### src/rtl/dsg_pkg.sv
package dsg_pkg;

    // width of every timing value and position counter
    localparam int TW = 12;

    // bit positions inside the polarity word
    localparam int POL_DCLK = 0;
    localparam int POL_HS   = 1;
    localparam int POL_VS   = 2;
    localparam int POL_DE   = 3;

    typedef logic [TW-1:0] tval_t;

    typedef enum logic [1:0] {
        SM_HV   = 2'b00,
        SM_HVDE = 2'b01,
        SM_DE   = 2'b10,
        SM_OFF  = 2'b11
    } smode_e;

    // one timing table entry
    typedef struct packed {
        tval_t h_act;
        tval_t h_fp;
        tval_t h_sw;
        tval_t h_bp;
        tval_t v_act;
        tval_t v_fp;
        tval_t v_sw;
        tval_t v_bp;
    } tmg_t;

    // boundaries derived from a table entry
    typedef struct packed {
        tval_t h_act;
        tval_t h_ss;
        tval_t h_se;
        tval_t h_tot;
        tval_t v_act;
        tval_t v_ss;
        tval_t v_se;
        tval_t v_tot;
    } bnd_t;

    // settings latched at the frame wrap
    typedef struct packed {
        logic [1:0] mode;
        logic [3:0] pol;
        smode_e     smode;
        logic       linv;
    } cfg_t;

endpackage

### src/rtl/dsg_mode_lut.sv
module dsg_mode_lut
    import dsg_pkg::*;
#(
    parameter int CH_ACT = 8,
    parameter int CH_FP  = 2,
    parameter int CH_SW  = 2,
    parameter int CH_BP  = 3,
    parameter int CV_ACT = 4,
    parameter int CV_FP  = 1,
    parameter int CV_SW  = 2,
    parameter int CV_BP  = 2
) (
    input  logic [1:0] mode,
    output bnd_t       bnd
);

    localparam int NMODES = 4;

    // entries 0..2 are fixed panel timings, entry 3 is parameter defined
    localparam tmg_t TBL [NMODES] = '{
        '{tval_t'(320), tval_t'(38),  tval_t'(1), tval_t'(50),
          tval_t'(240), tval_t'(4),   tval_t'(1), tval_t'(17)},
        '{tval_t'(320), tval_t'(359), tval_t'(1), tval_t'(241),
          tval_t'(240), tval_t'(4),   tval_t'(1), tval_t'(17)},
        '{tval_t'(640), tval_t'(3),   tval_t'(1), tval_t'(272),
          tval_t'(480), tval_t'(4),   tval_t'(1), tval_t'(15)},
        '{tval_t'(CH_ACT), tval_t'(CH_FP), tval_t'(CH_SW), tval_t'(CH_BP),
          tval_t'(CV_ACT), tval_t'(CV_FP), tval_t'(CV_SW), tval_t'(CV_BP)}
    };

    tmg_t sel;

    always_comb begin
        sel       = TBL[mode];
        bnd.h_act = sel.h_act;
        bnd.h_ss  = sel.h_act + sel.h_fp;
        bnd.h_se  = sel.h_act + sel.h_fp + sel.h_sw;
        bnd.h_tot = sel.h_act + sel.h_fp + sel.h_sw + sel.h_bp;
        bnd.v_act = sel.v_act;
        bnd.v_ss  = sel.v_act + sel.v_fp;
        bnd.v_se  = sel.v_act + sel.v_fp + sel.v_sw;
        bnd.v_tot = sel.v_act + sel.v_fp + sel.v_sw + sel.v_bp;
    end

endmodule

### src/rtl/dsg_raster.sv
module dsg_raster
    import dsg_pkg::*;
(
    input  logic  clk,
    input  logic  rst_n,
    input  logic  en,
    input  tval_t h_tot,
    input  tval_t v_tot,
    output tval_t h_q,
    output tval_t v_q,
    output logic  line_end,
    output logic  frame_end
);

    typedef struct packed {
        tval_t h;
        tval_t v;
    } pos_t;

    pos_t pos_d, pos_q;

    assign h_q       = pos_q.h;
    assign v_q       = pos_q.v;
    assign line_end  = (pos_q.h == h_tot - tval_t'(1));
    assign frame_end = line_end && (pos_q.v == v_tot - tval_t'(1));

    always_comb begin
        pos_d = pos_q;
        if (en) begin
            if (line_end) begin
                pos_d.h = '0;
                pos_d.v = frame_end ? '0 : pos_q.v + tval_t'(1);
            end else begin
                pos_d.h = pos_q.h + tval_t'(1);
            end
        end
    end

    always_ff @(posedge clk) begin
        if (!rst_n) pos_q <= '0;
        else        pos_q <= pos_d;
    end

    AST_H_BOUND: assert property (@(posedge clk) disable iff (!rst_n)
        pos_q.h < h_tot);
    AST_IDLE_HOLD: assert property (@(posedge clk) disable iff (!rst_n)
        !en |=> ($stable(pos_q.h) && $stable(pos_q.v)));
    AST_V_AT_EOL: assert property (@(posedge clk) disable iff (!rst_n)
        (en && !line_end) |=> $stable(pos_q.v));

endmodule

### src/rtl/dsg_sync_out.sv
module dsg_sync_out
    import dsg_pkg::*;
(
    input  logic       clk,
    input  logic       rst_n,
    input  logic       en,
    input  tval_t      h,
    input  tval_t      v,
    input  logic       line_end,
    input  logic       frame_end,
    input  tval_t      h_act,
    input  tval_t      h_ss,
    input  tval_t      h_se,
    input  tval_t      v_act,
    input  tval_t      v_ss,
    input  tval_t      v_se,
    input  logic [3:0] pol,
    input  smode_e     smode,
    input  logic       linv,
    output logic       hsync_o,
    output logic       vsync_o,
    output logic       de_o,
    output logic       dclk_rise_o,
    output logic       inv_o
);

    typedef struct packed {
        logic inv;
    } inv_st_t;

    inv_st_t st_d, st_q;

    logic in_act, in_hs, in_vs;
    logic emit_hv, emit_de;

    always_comb begin
        in_act = (h < h_act) && (v < v_act);
        in_hs  = (h >= h_ss) && (h < h_se);
        in_vs  = (v >= v_ss) && (v < v_se);
        case (smode)
            SM_HV:   begin emit_hv = 1'b1; emit_de = 1'b0; end
            SM_HVDE: begin emit_hv = 1'b1; emit_de = 1'b1; end
            SM_DE:   begin emit_hv = 1'b0; emit_de = 1'b1; end
            default: begin emit_hv = 1'b0; emit_de = 1'b0; end
        endcase
        hsync_o     = (emit_hv && in_hs)  ? pol[POL_HS] : ~pol[POL_HS];
        vsync_o     = (emit_hv && in_vs)  ? pol[POL_VS] : ~pol[POL_VS];
        de_o        = (emit_de && in_act) ? pol[POL_DE] : ~pol[POL_DE];
        dclk_rise_o = pol[POL_DCLK];
    end

    always_comb begin
        st_d = st_q;
        if (en && (linv ? line_end : frame_end))
            st_d.inv = ~st_q.inv;
    end

    always_ff @(posedge clk) begin
        if (!rst_n) st_q <= '0;
        else        st_q <= st_d;
    end

    assign inv_o = st_q.inv;

    AST_DE_IN_AREA: assert property (@(posedge clk) disable iff (!rst_n)
        (de_o == pol[POL_DE]) |-> ((h < h_act) && (v < v_act)));
    AST_DE_MODE: assert property (@(posedge clk) disable iff (!rst_n)
        (de_o == pol[POL_DE]) |-> (smode == SM_HVDE || smode == SM_DE));
    AST_OFF_QUIET: assert property (@(posedge clk) disable iff (!rst_n)
        (smode == SM_OFF) |-> (hsync_o != pol[POL_HS] && vsync_o != pol[POL_VS]
                               && de_o != pol[POL_DE]));
    AST_INV_LINE: assert property (@(posedge clk) disable iff (!rst_n)
        (en && line_end && linv) |=> (inv_o != $past(inv_o)));
    AST_INV_HOLD: assert property (@(posedge clk) disable iff (!rst_n)
        (!en || !line_end) |=> $stable(inv_o));

endmodule

### src/rtl/dpi_sync_gen.sv
module dpi_sync_gen
    import dsg_pkg::*;
#(
    parameter int CH_ACT = 8,
    parameter int CH_FP  = 2,
    parameter int CH_SW  = 2,
    parameter int CH_BP  = 3,
    parameter int CV_ACT = 4,
    parameter int CV_FP  = 1,
    parameter int CV_SW  = 2,
    parameter int CV_BP  = 2
) (
    input  logic             clk,
    input  logic             rst_n,
    input  logic             pix_en,
    input  logic [1:0]       mode_sel,
    input  logic [3:0]       pol_cfg,
    input  logic [1:0]       sync_sel,
    input  logic             line_inv,
    output logic [TW-1:0]    h_pos,
    output logic [TW-1:0]    v_pos,
    output logic             hsync_o,
    output logic             vsync_o,
    output logic             de_o,
    output logic             dclk_rise_o,
    output logic             inv_o
);

    cfg_t  cfg_live, cfg_d, cfg_q;
    bnd_t  bnd;
    logic  line_end, frame_end;
    tval_t h_w, v_w;

    assign cfg_live = '{mode: mode_sel, pol: pol_cfg,
                        smode: smode_e'(sync_sel), linv: line_inv};

    // settings move only at the frame wrap so no pulse is ever cut short
    always_comb begin
        cfg_d = cfg_q;
        if (pix_en && frame_end)
            cfg_d = cfg_live;
    end

    always_ff @(posedge clk) begin
        if (!rst_n) cfg_q <= cfg_live;
        else        cfg_q <= cfg_d;
    end

    dsg_mode_lut #(
        .CH_ACT(CH_ACT), .CH_FP(CH_FP), .CH_SW(CH_SW), .CH_BP(CH_BP),
        .CV_ACT(CV_ACT), .CV_FP(CV_FP), .CV_SW(CV_SW), .CV_BP(CV_BP)
    ) u_lut (
        .mode (cfg_q.mode),
        .bnd  (bnd)
    );

    dsg_raster u_raster (
        .clk       (clk),
        .rst_n     (rst_n),
        .en        (pix_en),
        .h_tot     (bnd.h_tot),
        .v_tot     (bnd.v_tot),
        .h_q       (h_w),
        .v_q       (v_w),
        .line_end  (line_end),
        .frame_end (frame_end)
    );

    dsg_sync_out u_sync (
        .clk         (clk),
        .rst_n       (rst_n),
        .en          (pix_en),
        .h           (h_w),
        .v           (v_w),
        .line_end    (line_end),
        .frame_end   (frame_end),
        .h_act       (bnd.h_act),
        .h_ss        (bnd.h_ss),
        .h_se        (bnd.h_se),
        .v_act       (bnd.v_act),
        .v_ss        (bnd.v_ss),
        .v_se        (bnd.v_se),
        .pol         (cfg_q.pol),
        .smode       (cfg_q.smode),
        .linv        (cfg_q.linv),
        .hsync_o     (hsync_o),
        .vsync_o     (vsync_o),
        .de_o        (de_o),
        .dclk_rise_o (dclk_rise_o),
        .inv_o       (inv_o)
    );

    assign h_pos = h_w;
    assign v_pos = v_w;

    AST_CFG_HOLD: assert property (@(posedge clk) disable iff (!rst_n)
        !(pix_en && frame_end) |=> $stable(cfg_q));
    AST_CFG_LOAD: assert property (@(posedge clk) disable iff (!rst_n)
        (pix_en && frame_end) |=> (cfg_q == $past(cfg_live)));

endmodule

### config.mk
export PLATFORM = sky130hd
export DESIGN_NAME = dpi_sync_gen
export DESIGN_NICKNAME = d
export VERILOG_FILES = /design/src/rtl/dsg_pkg.sv /design/src/rtl/dsg_mode_lut.sv /design/src/rtl/dsg_raster.sv /design/src/rtl/dsg_sync_out.sv /design/src/rtl/dpi_sync_gen.sv
export SDC_FILE = /design/constraint.sdc
export NUM_CORES = 1
export LEC_CHECK = 0
export BUFFER_PORTS_ARGS = -buffer_cell sky130_fd_sc_hd__buf_2
export CORE_MARGIN = 2
export CORE_UTILIZATION = 40
export DETAILED_ROUTE_END_ITERATION = 12
export MAX_ROUTING_LAYER = met4
export PLACE_DENSITY = 0.62
export RECOVER_POWER = 50
export SYNTH_ARGS = -nofsm -noshare
export SYNTH_HDL_FRONTEND = slang
export SYNTH_SLANG_ARGS = --single-unit
### constraint.sdc
create_clock -name clk -period 7.2 [get_ports clk]
set_input_delay 1.44 -clock clk [delete_from_list [all_inputs] [get_ports clk]]
set_output_delay 1.44 -clock clk [all_outputs]
set_load 0.05 [all_outputs]
==> results.md, run 1 <==
* Root Driver: clkbuf_8
* Number of enable flip-flop cells after synthesis at 9
* Sequential area share after synthesis at 0.295
* Clk slew on worst S/H paths at 0.07 ns
* DRT antenna net count at 0
* Cts hold-fix bufs at 0
* Mapped Area at 2610 µm²
* Vias in the first global route at slightly above 2,000
* Via Count at ~2,200
* Slew HR at -0.119
* First-pass iteration count of the detailed router at 4
* CP max FO at 13
* Most frequent cells after synthesis: 46 x ha_1, 30 x nor2_1, 25 x dfxtp_1
* CP Launch Point: cfg_q[8]$_DFFE_PP_
* Initial Util at 0.411
* Synth top area share at 0.220
* H-tree level count at 2
* Count leader, synth: ha_1
* Clock power share at 0.322
* Post-placement cell count at approximately 400
* Sequential cell area at a little under 800 µm²
* Final setup vio count at 0
* Final setup TNS at 0 ns
* DR vias/cell at roughly 5.4
* Peak supply drop at between 0.08 and 0.09 mV
* # DRC at 0
* Die footprint at slightly above 7000 µm²
* Routed WL at 6110 µm
* Post-synthesis register bit count at 34
* IO Count at 41
* Final RePlAce weighted congestion at 0.841
* Synth Flop Type: dfxtp_1
* LEAKAGE at 1.25 nW
* Final #Nets at about 390
* Distinct cells, synth at 50
* Family with the most delay on the worst path: simple AND/OR/NAND/NOR gates
* Top cell type by total area after synthesis: ha_1
* Worst-margin pin slew at ~1.7 ns
* # diodes at 0
* Core Region at roughly 6300 µm²
* Fmax at 0.206 GHz
* Final min period at about 4.9 ns
* Gr usage total at 0.183
* Fillers at around 640
* First-pass GRT wire length at about 10,000 µm
* Slowest stage delay, CP at between 0.6 and 0.7 ns
* Worst Setup End Kind: primary output
* DP HPWL at 4640 µm
* Busiest grt layer: met2
* Max Cap Viol at 1
* M2 GR Usage at 0.285
* Final period util at 0.676
* Hold Path Origin: u_sync.inv_o$_SDFFE_PN0P_
* Initial antenna violation count at 0
* Post-CTS setup buffer count at 0
* Final Max Slew Viols at 11
* Arr. time, crit path at 3.42 ns
* Switching Share at 0.298
* GR Util met1 at 0.241
* Clock latency on the worst-skew pair at 0.29 ns
* Layout Cells excl Fill at between 400 and 500
* Grt ovf at 0
* Comb pwr share at 0.190
* Cell Pwr Density at about 150 nW/µm²
* Outcome: complete, but fails checks
* Syn Inst Count at 290
* Row count at 29
* Post-cts gate resize count at 0
* Hold Crit Class: reg -> reg
* CTS Sinks at 34
* Dpl ws at 2.65 ns
* DRT iter0 DRCs at roughly 140
* Met3 Usage GRT at 0.0379
* Required @ worst endpoint at around 5.8 ns
* TritonCTS Buffers at 5
* Slowest CP cell: or4b_2
* Worst Setup Start Kind: register
* Worst Setup Path Type: reg -> out
* Chip width at approximately 85 µm
* Pin count of the biggest net entering global routing at 17
* Synthesized area per cell at around 9 µm²
* CTS tree: done
* PortBufs at 40
* Failing checks: max-capacitance violations, max-slew violations
* Chip height at around 85 µm
* Fraction of layout cells with a size suffix above 1 at 0.0925
* Power Internal at ~0.0003 W
* Fin worst setup slack at approximately 2.3 ns
* Fin Clk Skew at between 0.006 and 0.007 ns
* Synth async-reset ratio at 0
* CP Buf/Inv Count at 3
* DR WL/cell at 14.8 µm
* Sequential share of power at 0.488
* Crit-path cells: inv_1, ha_1, inv_1, ha_1, nor4b_1, nand2_1, or4b_2, nor3_1, xnor2_1, buf_2
* Dominant cells by area after synthesis: ha_1 22%, dfxtp_1 19%, edfxtp_1 10%
* Clk buf depth at 2
* RSZ-0062 raised after global routing: no
* P_sw at 0.000127 W
* Final count of hold timing violations at 0
* Reg2reg start: cfg_q[8]$_DFFE_PP_
* Ys Warns at 0
* Layout area overhead at 12.2%
* Multi-input logic area at 1740 µm²
-- final cells by class --
type,instances,area share
repair buffers,41,0.0598
well taps,77,0.0329
clock buffers,8,0.0273
multi-input cells,234,0.594
flip-flops and latches,34,0.263
inverters,18,0.0231
-- cell families after synthesis --
group                      synth area share
adders and majority gates             0.220
buffers and inverters                0.0369
AOI/OAI and AO/OA                     0.106
xor gates and xnor gates             0.0939
DFF                                   0.295
and+or+nand+nor                       0.245
other                               0.00287
-- metal layers --
layer	routed length, µm	share of wire
met5	0	0
met4	78	0.013
met3	247	0.040
met2	2830	0.46
met1	2950	0.48
-- metrics by stage --
step                      hold WS [ns]  utilization  area (µm²)  power (W)
final                            0.498        0.461        2930   0.000427
after detailed placement         0.491        0.456        2900   0.000296
after CTS                        0.504        0.469        2980   0.000435
after floorplan                  0.585            -        2620   0.000274
after global placement           0.483        0.456        2900   0.000294
after global routing             0.547        0.461        2930   0.000450
-- sequential cells by signal, indices dropped and copies added, names as in the netlist --
register / count
u_raster.h_q: 12
u_raster.v_q: 12
u_sync.inv_o: 1
cfg_q: 9
-- worst paths after layout --
path / endpoint / slack [ns] / depth (start not counted)
worst max-delay path: hsync_o / 2.34 / 10
worst max register to register: cfg_q[1]$_DFFE_PP_ / 2.40 / 9
worst min-delay path: u_sync.inv_o$_SDFFE_PN0P_ / 0.50 / 2
worst min register to register: u_sync.inv_o$_SDFFE_PN0P_ / 0.50 / 2
-- placed cells by master (no fill, tap or decap), drive strengths merged, types with 14 or more instances in the layout --
master / synthesis / routed
nor2: 30 / 30
nand2: 15 / 15
buf: 3 / 15
nand3: 15 / 15
xor2: 15 / 15
inv: 18 / 18
o21ai: 14 / 14
ha: 46 / 46
dfxtp: 25 / 25
clkbuf: 3 / 34
-- power groups by stage --
stage	Sequential [W]	Combinational (W)	Clock [W]
4_1_cts	0.000209	0.0000840	0.000142
2_1_floorplan	0.000216	0.0000580	0
5_1_grt	0.000209	0.0000915	0.000149
6_report	0.000209	0.0000813	0.000137
3_3_place_gp	0.000213	0.0000813	0
3_5_place_dp	0.000213	0.0000834	0
-- worst register-to-register path, stage by stage (launching register included) --
cell	delay, ns
edfxtp_1	0.62
ha_1	0.55
inv_1	0.22
ha_1	0.24
and2_2	0.19
or4_4	0.47
a211oi_1	1.34
nand2_4	0.11
o21ai_1	0.43
buf_4	0.31
No activity file was read; power rests on OpenSTA's default activity.
==> inputs of run 2 (changes only) <==
Clock period 7.2 ns to 5 ns, I/O delays scaled along.
==> results.md, run 2 (synthesis gave the netlist of run 1 again) <==
* Initial Util at 0.411 (unchanged)
* Final min period at 4.44 ns
* TritonCTS Buffers at 5 (unchanged)
* CTS tree: done (unchanged)
* Vias in the first global route at 2,073 (was 2,047)
* Final RePlAce weighted congestion at 0.850 (was 0.841)
* Chip height at 84.8 µm (unchanged)
* Die footprint at 7190 µm² (unchanged)
* # diodes at 0 (unchanged)
* Slew HR at 0.438 (was -0.119)
* Layout Cells excl Fill at 413 (was 412)
* Min Hold Slack at 0.500 ns (was 0.498 ns)
* Layout area overhead at 12.8% (was 12.2%)
* Worst Setup Path Type: reg -> out (unchanged)
* Via Count at 2,200 (was 2,224)
* CTS Sinks at 34 (unchanged)
* Clock latency on the worst-skew pair at 0.29 ns (about the same)
* Fin Clk Skew at 0.00616 ns (was 0.00640 ns)
* Post-layout util at 0.464 (was 0.461)
* CP max FO at 13 (unchanged)
* Clk slew on worst S/H paths at 0.07 ns (about the same)
* First-pass GRT wire length at 10,300 µm (was 10,200 µm)
* Chip width at 84.8 µm (unchanged)
* DP HPWL at 4660 µm (was 4640 µm)
* Fillers at 649 (was 637)
* IO Count at 41 (unchanged)
* Post-placement cell count at 405 (was 404)
* First-pass iteration count of the detailed router at 4 (unchanged)
* Cell Pwr Density at 211 nW/µm² (was 146 nW/µm²)
* Final setup vio count at 0 (unchanged)
* Post-CTS setup buffer count at 0 (unchanged)
* Fmax at 0.225 GHz
* Max Cap Viol at 0 (was 1)
* Worst Setup Start Kind: register (unchanged)
* Final count of hold timing violations at 0 (unchanged)
* DR WL/cell at 15.2 µm (was 14.8 µm)
* Sequential cell area at 771 µm² (unchanged)
* Cts hold-fix bufs at 0 (unchanged)
* Routed WL at 6270 µm (was 6110 µm)
* Initial antenna violation count at 0 (unchanged)
* Multi-input logic area at 1750 µm² (was 1740 µm²)
* DRT antenna net count at 0 (unchanged)
* PortBufs at 40 (unchanged)
* Worst-margin pin slew at 0.822 ns (was 1.67 ns)
* Required @ worst endpoint at 4.00 ns (was 5.76 ns)
* DRT iter0 DRCs at 88 (was 141)
* Final Max Slew Viols at 0 (was 11)
* Root Driver: clkbuf_8 (unchanged)
* Grt ovf at 0 (unchanged)
* Final period util at 0.887
* Final #Nets at 393 (was 392)
* DR vias/cell at 5.33 (was 5.40)
* Post-cts gate resize count at 0 (unchanged)
* LEAKAGE at 1.25 nW (about the same)
* Hold Crit Class: reg -> reg (unchanged)
* Arr. time, crit path at 3.44 ns (was 3.42 ns)
* DP Area at 2900 µm² (about the same)
* Clk buf depth at 2 (unchanged)
* Final setup TNS at 0 ns (unchanged)
* Most common cell after layout, fill and taps aside: ha_1 (unchanged)
* Peak supply drop at 0.101 mV (was 0.0850 mV)
* Core Region at 6350 µm² (unchanged)
* Most frequent cells in the layout: 46 x ha_1, 30 x nor2_1, 30 x clkbuf_1, 25 x dfxtp_1, 18 x inv_1 (was 46 x ha_1, 30 x nor2_1, 29 x clkbuf_1, 25 x dfxtp_1, 18 x inv_1)
* Pin count of the biggest net entering global routing at 17 (unchanged)
* Row count at 29 (unchanged)
* Outcome: finished clean (was complete, but fails checks)
* Worst Setup End Kind: primary output (unchanged)
* RSZ-0062 raised after global routing: no (unchanged)
* # DRC at 0 (unchanged)
* Design Area, Final at 2950 µm² (was 2930 µm²)
* Gr usage total at 0.181 (was 0.183)
* Fraction of layout cells with a size suffix above 1 at 0.0952 (was 0.0925)
* H-tree level count at 2 (unchanged)
==> run 2: final timing paths <==
kind | start | endpoint | slack, ns | depth (start not counted)
worst max register to register | cfg_q[8]$_DFFE_PP_ | cfg_q[1]$_DFFE_PP_ | 0.79 | 10
worst min register to register | u_sync.inv_o$_SDFFE_PN0P_ | u_sync.inv_o$_SDFFE_PN0P_ | 0.50 | 2
worst max-delay path | cfg_q[8]$_DFFE_PP_ | hsync_o | 0.56 | 10
worst min-delay path | u_sync.inv_o$_SDFFE_PN0P_ | u_sync.inv_o$_SDFFE_PN0P_ | 0.50 | 2
==> run 2: where the power goes <==
group          internal [W]  leakage (nW)  switching, W
clock network     0.0000991        0.0395      0.000102
logic             0.0000432         0.924     0.0000759
registers          0.000291         0.290     0.0000100
total              0.000433          1.25      0.000188
==> run 2: area by class of cell <==
cell class	instances	area share
multi-input cells	234	0.595
flip-flops and latches	34	0.262
well taps	77	0.0327
inverters	18	0.0229
clock buffers	8	0.0272
repair buffers	42	0.0607
==> run 2: metrics by stage <==
step           power (W)  worst slack (ns)
2_1_floorplan   0.000395              1.15
3_3_place_gp    0.000424             0.992
3_5_place_dp    0.000428             0.870
4_1_cts         0.000631             0.531
5_1_grt         0.000651             0.307
6_report        0.000621             0.563
==> run 2: critical path, cell delays in order, from the launching register on <==
cell and delay (ns):
edfxtp_1 0.64, inv_1 0.20, ha_1 0.37, inv_1 0.08, ha_1 0.18, nor4_1 0.27
nand2_1 0.08, or4b_2 0.64, nor3_1 0.26, xnor2_1 0.14, buf_2 0.28
==> run 2: metal layers <==
layer | track usage | wire length, µm | vias up
met3 | 0.0195 | 233 | 6
li1 | - | - | 1129
met5 | - | 0 | -
met1 | 0.243 | 3080 | 1020
met4 | 0.0476 | 74 | 0
met2 | 0.293 | 2880 | 45
==> inputs of run 3 (changes only) <==
Settings changed: BUFFER_PORTS_ARGS -buffer_cell sky130_fd_sc_hd__buf_2 to -buffer_cell sky130_fd_sc_hd__clkbuf_2, PLACE_DENSITY 0.62 to 0.6.
==> results.md, run 3 (synthesis gave the netlist of run 1 again) <==
* DRT iter0 DRCs at 75 (was 88)
* Worst Setup Start Kind: register (unchanged)
* Required @ worst endpoint at 4.00 ns (about the same)
* Cell Pwr Density at 210 nW/µm² (was 211 nW/µm²)
* Fmax at 0.223 GHz (was 0.225 GHz)
* Outcome: finished clean (unchanged)
* CP max FO at 13 (unchanged)
* Gr usage total at 0.180 (was 0.181)
* H-tree level count at 2 (unchanged)
* DP HPWL at 4660 µm (about the same)
* Vias in the first global route at 2,007 (was 2,073)
* Post-CTS setup buffer count at 0 (unchanged)
* DR vias/cell at 5.28 (was 5.33)
* DRT antenna net count at 0 (unchanged)
* Clk buf depth at 2 (unchanged)
* Min Hold Slack at 0.517 ns (was 0.500 ns)
* Layout area overhead at 12.6% (was 12.8%)
* Final #Nets at 392 (was 393)
* Clock latency on the worst-skew pair at 0.29 ns (about the same)
* Peak supply drop at 0.116 mV (was 0.101 mV)
* Worst Setup Path Type: reg -> out (unchanged)
* Pin count of the biggest net entering global routing at 17 (unchanged)
* DR WL/cell at 14.7 µm (was 15.2 µm)
* TritonCTS Buffers at 5 (unchanged)
* Final min period at 4.47 ns (was 4.44 ns)
* RSZ-0062 raised after global routing: no (unchanged)
* # DRC at 0 (unchanged)
* Slowest CP cell: or4b_2 (was edfxtp_1)
* Final period util at 0.895 (was 0.887)
* Fillers at 640 (was 649)
* Routed WL at 6060 µm (was 6270 µm)
* Post-cts gate resize count at 0 (unchanged)
* Fin Clk Skew at 0.00687 ns (was 0.00616 ns)
* Row count at 29 (unchanged)
* Hold Path Origin: u_sync.inv_o$_SDFFE_PN0P_ (unchanged)
* Reg2reg start: cfg_q[8]$_DFFE_PP_ (unchanged)
* Slew HR at 0.394 (was 0.438)
* CP Launch Point: cfg_q[8]$_DFFE_PP_ (unchanged)
* Hold Crit Class: reg -> reg (unchanged)
* Arr. time, crit path at 3.47 ns (was 3.44 ns)
* Clk slew on worst S/H paths at 0.06 ns (was 0.07 ns)
* Max Cap Viol at 0 (unchanged)
* Worst-margin pin slew at 0.886 ns (was 0.822 ns)
* Slowest stage delay, CP at 0.63 ns (was 0.64 ns)
* Final Max Slew Viols at 0 (unchanged)
* Dpl ws at 0.872 ns (was 0.870 ns)
* Worst Setup End Kind: primary output (unchanged)
* LEAKAGE at 1.25 nW (about the same)
* First-pass iteration count of the detailed router at 5 (was 4)
* Fraction of layout cells with a size suffix above 1 at 0.0955 (was 0.0952)
* Post-layout util at 0.463 (was 0.464)
* Die footprint at 7190 µm² (unchanged)
* Core Region at 6350 µm² (unchanged)
* IO Count at 41 (unchanged)
* Final setup vio count at 0 (unchanged)
* Most frequent cells in the layout: 46 x ha_1, 30 x nor2_1, 29 x clkbuf_1, 25 x dfxtp_1, 18 x inv_1 (was 46 x ha_1, 30 x nor2_1, 30 x clkbuf_1, 25 x dfxtp_1, 18 x inv_1)
* Final RePlAce weighted congestion at 0.867 (was 0.850)
* Via Count at 2,175 (was 2,200)
* Most common cell after layout, fill and taps aside: ha_1 (unchanged)
* Grt ovf at 0 (unchanged)
* Fin worst setup slack at 0.526 ns (was 0.563 ns)
* Chip width at 84.8 µm (unchanged)
* CTS tree: done (unchanged)
* Crit-path cells: inv_1, ha_1, inv_1, ha_1, nor4_1, nand2_1, or4b_2, nor3_1, xnor2_1, clkbuf_2 (was inv_1, ha_1, inv_1, ha_1, nor4_1, nand2_1, or4b_2, nor3_1, xnor2_1, buf_2)
* First-pass GRT wire length at 10,100 µm (was 10,300 µm)
* PortBufs at 40 (unchanged)
* Final setup TNS at 0 ns (unchanged)
* Chip height at 84.8 µm (unchanged)
* # diodes at 0 (unchanged)
* Root Driver: clkbuf_8 (unchanged)
* Initial Util at 0.411 (unchanged)
* CTS Sinks at 34 (unchanged)
* Cts hold-fix bufs at 0 (unchanged)
* Initial antenna violation count at 0 (unchanged)
* Final count of hold timing violations at 0 (unchanged)
-- run 3: cell count changes in the layout (fill, tap and decap cells not counted), sizes merged --
cell / delta
buf: -14
clkbuf: +13
-- run 3: worst paths after layout --
kind	endpoint	slack (ns)	cells after the start
worst max-delay path	hsync_o	0.53	10
worst min-delay path	u_sync.inv_o$_SDFFE_PN0P_	0.52	2
worst max register to register	cfg_q[1]$_DFFE_PP_	1.07	9
worst min register to register	u_sync.inv_o$_SDFFE_PN0P_	0.52	2
-- run 3: report_power, final --
| group | switching [W] | internal, W | total (W) |
|---|---|---|---|
| Clock | 0.0000984 | 0.0000989 | 0.000197 |
| Sequential | 0.00000976 | 0.000291 | 0.000300 |
| Combinational | 0.0000760 | 0.0000430 | 0.000119 |
-- run 3: routing by layer --
| metal | vias to the layer above | share of wire | wire length [µm] | track usage |
|---|---|---|---|---|
| met1 | 1006 | 0.51 | 3080 | 0.255 |
| met2 | 33 | 0.45 | 2760 | 0.267 |
| met3 | 5 | 0.028 | 172 | 0.0292 |
| met5 | - | 0 | 0 | - |
| li1 | 1131 | - | - | - |
| met4 | 0 | 0.0099 | 60 | 0.0476 |
-- run 3: metrics by stage --
stage / total power, W / cell area, µm² / instances
2_1_floorplan: 0.000395 / 2620 / 292
3_3_place_gp: 0.000425 / 2900 / 404
3_5_place_dp: 0.000427 / 2900 / 404
4_1_cts: 0.000627 / 2980 / 412
5_1_grt: 0.000649 / 2940 / 412
6_report: 0.000617 / 2940 / 412
-- run 3: worst max-delay path: cells and delay by family (launching register included) --
family | cells | cell delay (ns)
buffers and inverters | 3 | 0.59
DFF | 1 | 0.62
adders and majority gates | 2 | 0.55
xor gates and xnor gates | 1 | 0.16
and+or+nand+nor | 4 | 1.25
-- run 3: final cells by class --
cell class                 instances  area, µm²  area share
clock buffer                       8       80.1      0.0272
sequential                        34        771       0.262
timing repair buffer              41        175      0.0595
multi-input combinational        234       1750       0.596
inverter                          18       67.6      0.0230
tap                               77       96.3      0.0327
